[src/rtl/jg_pkg.sv]
package jg_pkg;

    typedef enum logic [1:0] {
        SQ_IDLE  = 2'd0,
        SQ_WAIT  = 2'd1,
        SQ_PULSE = 2'd2
    } sqe_state_e;

    typedef struct packed {
        logic lock;
        logic flag;
        logic tx_prev;
    } guard_state_t;

    // 00/11: automatic (on only at 10 Mbit/s), 01: off, 10: on
    function automatic logic sqe_allowed(input logic [1:0] mode, input logic speed10);
        case (mode)
            2'b01:   sqe_allowed = 1'b0;
            2'b10:   sqe_allowed = 1'b1;
            default: sqe_allowed = speed10;
        endcase
    endfunction

endpackage

[src/rtl/jg_streak_counter.sv]
module jg_streak_counter #(
    parameter int unsigned LIMIT = 4
) (
    input  logic clk,
    input  logic rst_n,
    input  logic active,
    output logic hit
);
    localparam int unsigned W = $clog2(LIMIT + 1);
    localparam logic [W-1:0] LIM = W'(LIMIT);

    logic [W-1:0] cnt_d, cnt_q;

    always_comb begin
        cnt_d = '0;
        if (active) begin
            cnt_d = (cnt_q == LIM) ? cnt_q : cnt_q + 1'b1;
        end
    end

    assign hit = active && (cnt_q == LIM);

    always_ff @(posedge clk) begin
        if (!rst_n) cnt_q <= '0;
        else        cnt_q <= cnt_d;
    end
endmodule

[src/rtl/jg_sqe_pulser.sv]
module jg_sqe_pulser
    import jg_pkg::*;
#(
    parameter int unsigned DELAY = 100,
    parameter int unsigned LEN   = 200
) (
    input  logic clk,
    input  logic rst_n,
    input  logic start,
    input  logic abort,
    output logic pulse
);
    localparam int unsigned MAXC = (DELAY > LEN) ? DELAY : LEN;
    localparam int unsigned CW   = $clog2(MAXC + 1);
    localparam logic [CW-1:0] DLY_LAST = CW'(DELAY - 1);
    localparam logic [CW-1:0] LEN_LAST = CW'(LEN - 1);

    typedef struct packed {
        sqe_state_e   st;
        logic [CW-1:0] cnt;
    } pulser_t;

    pulser_t p_d, p_q;

    always_comb begin
        p_d = p_q;
        if (abort) begin
            p_d.st  = SQ_IDLE;
            p_d.cnt = '0;
        end else begin
            case (p_q.st)
                SQ_IDLE: begin
                    if (start) begin
                        p_d.st  = SQ_WAIT;
                        p_d.cnt = '0;
                    end
                end
                SQ_WAIT: begin
                    if (p_q.cnt == DLY_LAST) begin
                        p_d.st  = SQ_PULSE;
                        p_d.cnt = '0;
                    end else begin
                        p_d.cnt = p_q.cnt + 1'b1;
                    end
                end
                SQ_PULSE: begin
                    if (p_q.cnt == LEN_LAST) begin
                        p_d.st  = SQ_IDLE;
                        p_d.cnt = '0;
                    end else begin
                        p_d.cnt = p_q.cnt + 1'b1;
                    end
                end
                default: begin
                    p_d.st  = SQ_IDLE;
                    p_d.cnt = '0;
                end
            endcase
        end
    end

    assign pulse = (p_q.st == SQ_PULSE);

    always_ff @(posedge clk) begin
        if (!rst_n) p_q <= '{st: SQ_IDLE, cnt: '0};
        else        p_q <= p_d;
    end
endmodule

[src/rtl/tx_jabber_guard.sv]
module tx_jabber_guard
    import jg_pkg::*;
#(
    parameter int unsigned JAB_LIMIT   = 4_000_000,
    parameter int unsigned QUIET_LIMIT = 100_000_000,
    parameter int unsigned SQE_DELAY   = 100,
    parameter int unsigned SQE_LEN     = 200
) (
    input  logic       clk,
    input  logic       rst_n,
    input  logic       tx_en,
    input  logic       speed_10,
    input  logic       jab_disable,
    input  logic [1:0] sqe_mode,
    input  logic       status_rd,
    output logic       tx_gate,
    output logic       col_out,
    output logic       jab_flag
);
    guard_state_t st_d, st_q;

    logic run_active, run_hit;
    logic quiet_active, quiet_hit;
    logic sqe_ok, sqe_start, sqe_abort, sqe_pulse;

    assign run_active   = tx_en & ~st_q.lock & ~jab_disable;
    assign quiet_active = st_q.lock & ~tx_en & ~jab_disable;

    jg_streak_counter #(.LIMIT(JAB_LIMIT)) u_run (
        .clk    (clk),
        .rst_n  (rst_n),
        .active (run_active),
        .hit    (run_hit)
    );

    jg_streak_counter #(.LIMIT(QUIET_LIMIT)) u_quiet (
        .clk    (clk),
        .rst_n  (rst_n),
        .active (quiet_active),
        .hit    (quiet_hit)
    );

    assign sqe_ok    = sqe_allowed(sqe_mode, speed_10);
    assign sqe_start = st_q.tx_prev & ~tx_en & ~st_q.lock & sqe_ok;
    assign sqe_abort = tx_en | st_q.lock | ~sqe_ok;

    jg_sqe_pulser #(.DELAY(SQE_DELAY), .LEN(SQE_LEN)) u_sqe (
        .clk    (clk),
        .rst_n  (rst_n),
        .start  (sqe_start),
        .abort  (sqe_abort),
        .pulse  (sqe_pulse)
    );

    always_comb begin
        st_d         = st_q;
        st_d.tx_prev = tx_en;
        if (jab_disable)    st_d.lock = 1'b0;
        else if (run_hit)   st_d.lock = 1'b1;
        else if (quiet_hit) st_d.lock = 1'b0;
        if (run_hit)        st_d.flag = 1'b1;
        else if (status_rd) st_d.flag = 1'b0;
    end

    always_ff @(posedge clk) begin
        if (!rst_n) st_q <= '{lock: 1'b0, flag: 1'b0, tx_prev: 1'b0};
        else        st_q <= st_d;
    end

    assign tx_gate  = tx_en & ~st_q.lock;
    assign col_out  = st_q.lock | sqe_pulse;
    assign jab_flag = st_q.flag;
endmodule

[config.mk]
export PLATFORM = sky130hd
export DESIGN_NAME = tx_jabber_guard
export DESIGN_NICKNAME = d
export VERILOG_FILES = /design/src/rtl/jg_pkg.sv /design/src/rtl/jg_streak_counter.sv /design/src/rtl/jg_sqe_pulser.sv /design/src/rtl/tx_jabber_guard.sv
export SDC_FILE = /design/constraint.sdc
export NUM_CORES = 1
export LEC_CHECK = 0
export ABC_AREA = 1
export BUFFER_PORTS_ARGS = -buffer_cell sky130_fd_sc_hd__buf_4
export CORE_ASPECT_RATIO = 0.9
export CORE_MARGIN = 10
export CORE_UTILIZATION = 45
export CTS_CLUSTER_DIAMETER = 200
export DETAILED_ROUTE_END_ITERATION = 16
export SKIP_LAST_GASP = 1
export SLEW_MARGIN = 20
export SYNTH_ARGS = -nofsm -noshare
export SYNTH_HDL_FRONTEND = slang
export SYNTH_SLANG_ARGS = --single-unit
[constraint.sdc]
create_clock -name clk -period 1.8 [get_ports clk]
set_input_delay 0.18 -clock clk [delete_from_list [all_inputs] [get_ports clk]]
set_output_delay 0.18 -clock clk [all_outputs]
set_load 0.1 [all_outputs]
==> metrics.cfg <==
[clocking]
cts_tree=yes
numClockSinks=62
insertion_delay_ns=0.34
cts_buffers=9
htree_levels=3
cts-root-buf=clkbuf_8
clockBufferDepth=2
post-cts-setup-buffers=0
clk_transition_reported_paths_ns=0.07

[logic_synthesis]
ys.flop_type=dfxtp_1
ys_warn_count=0
seq_area_frac_synth_pct=34.6
synth_common_cells=nand2_1, nor2_1, inv_1
synth_area_sq_um=3580
netlist.area_leader.share_pct=34.6
synth.most_common_cell=nand2_1
synthArstFlopShare_pct=0
synth_area_per_cell_sq_um=6.36
synth_cell_types=28
netlist_instances=563
synth.ff_latch_count=62
ys_top_cells_by_area=dfxtp_1, nand2_1, nor2_1, inv_1, nand3_1
synth_nets=577
synth_edf_count=0
yosys.area.top_type=dfxtp_1

[placement]
place_area_sq_um=3790
place_ws_ns=0.231
hpwl_mm=6.17
routabilityCongestion=0.855
port_buffers=10

[critical_path]
critPathCaptureType=register
cp_slowest_cell=dfxtp_1
path_cells=ha_1, nand2_1, nor2_2, nand2_2, nor2_4, nand2_2, nor2_2, nand2_1, nand2_1, nor2_1
cp.required_ns=2.05
critPathLaunchType=register
slowest_delay_ns=0.45
worstPathMaxFanout=7
critPathKind=reg -> reg
cp_common_cell=nand2_1
worstPathArrival_ns=1.83

[timing]
slew_headroom_pct=68.5
max_freq_mhz=632
drv_slew=0
rsz0062_at_grt=no
fin_crit_ns=1.58
setup_viol=0
layout_setup_ws_ns=0.218
fin_crit_sh_pct=87.9
tns_ns=0
tightestPinTransition_ns=0.472
final-hold-violation-count=0
skew_ns=0.00957

[cells_and_area]
fin_util_pct=52.2
drive_above_1_share_pct=10.5
design_area_sq_um=4000
nets=597
syn_to_final_growth_pct=11.5
diodes=0
num-fill-cells=788

[power_and_ir_drop]
p_clk_share_pct=46.2
pwr-share-comb_pct=2.9
power.share.switching_pct=21.9
internal_power_mw=2.11
fin_total_pwr_mw=2.71
sequentialPowerShare_pct=50.9
p_leak_nw=1.41
powerDensity_nw_per_um2=677
switching_power_mw=0.593
ir_drop_mv=0.436

[route]
drt.antenna.violating_nets=0
vias=3408
route.detailed.drc=0
avgRoutedWirePerCell_microns=11.9
vias_per_cell=4.98
firstDrtPassIters=5
drtIter0Drc=218
wirelength_mm=8.12

[die]
die_area_sq_um=11900
core-area_sq_um=7660
chipHeight_microns=105
initial_core_util_pct=46.8
std_cell_rows=30
pin_count=11
dieWidth_microns=114

[run_status]
outcome=complete, no violations

[grt]
grt_usage_pct=13.9
grt_first_pass_wirelength_mm=14.1
antenna_found_initial=0
grt_pass1_vias=3104
grt_max_degree=15
grt_overflow_total=0

[hold_path]
min_path_type=in -> reg

[run]
cap_violations=0

[power by group through the flow]
stage,Combinational (mW),Sequential (mW),Clock [mW]
2_1_floorplan,0.0501,1.41,0
3_3_place_gp,0.0760,1.41,0
3_5_place_dp,0.0762,1.41,0
4_1_cts,0.0783,1.38,1.30
5_1_grt,0.0882,1.38,1.36
6_report,0.0778,1.38,1.25
[registers in the layout, indices dropped and copies added (netlist names)]
register and count:
u_run.cnt_q 22, u_sqe.p_q 10, jab_flag 1, u_quiet.cnt_q 27
st_q 2
[what timing repair did]
item                                    in CTS  in global routing
endpoints found under the setup margin       0                  0
resized for setup                            0                  0
endpoints found under the hold margin        1                  0
hold buffers                                 1                  0
[through the flow]
stage / hold slack, ns / cells
floorplan: 0.273 / 563
global placement: 0.378 / 667
detailed placement: 0.377 / 667
CTS: 0.0463 / 684
global route: 0.0508 / 684
finish: 0.0756 / 684
[worst max-delay path, delay by kind of cell (launching register included)]
kind,cells,cell delay [ns]
fa+ha+maj,1,0.21
flops,1,0.45
simple gates,9,0.82
[path summary, 6_finish.rpt]
| check | start | end | slack (ns) | cells past startpoint |
|---|---|---|---|---|
| max | u_run.cnt_q[0] | u_run.cnt_q[18] | 0.22 | 10 |
| min | rst_n | st_q[0] | 0.08 | 3 |
| max reg2reg | u_run.cnt_q[0] | u_run.cnt_q[18] | 0.22 | 10 |
| min reg2reg | jab_flag | jab_flag | 0.48 | 2 |
[cell families after synthesis]
| group | after synthesis | synth area share [%] |
|---|---|---|
| AO/OA/AOI/OAI | 57 | 8.24 |
| buffers and inverters | 82 | 8.90 |
| adder cells (fa/ha/maj) | 6 | 2.09 |
| AND/OR/NAND/NOR | 348 | 44.2 |
| flip-flops | 62 | 34.6 |
| XOR/XNOR | 8 | 1.96 |
[area by class of cell]
class,instances,area (sq um),share of cell area [%]
clock buffer,12,155,3.88
clock inverter,4,45.0,1.13
inverter,76,285,7.14
multi-input combinational,419,2030,50.9
sequential,62,1240,31.1
tap,96,120,3.01
timing repair buffer,15,115,2.88
[cells in the final DEF (no fill, tap or decap), types with 2 or more instances in the layout]
master	n
a21oi_1	34
buf_4	14
clkbuf_8	11
clkinv_2	3
dfxtp_1	62
ha_1	6
inv_1	74
nand2_1	133
nand2_2	7
nand3_1	46
nand3_2	3
nand3b_1	4
nand4_1	22
nor2_1	98
nor2_2	14
nor2_4	5
nor3_1	11
nor3b_1	2
o21a_1	3
o21ai_0	18
xor2_1	7
[per-layer routing]
metal	vias to the layer above	track usage, %	wire [microns]
met4	0	3.58	55
li1	1841	-	-
met5	-	0	0
met3	7	4.40	443
met2	57	20.0	3360
met1	1503	19.5	4260
Power figures use the tool's default switching activity.
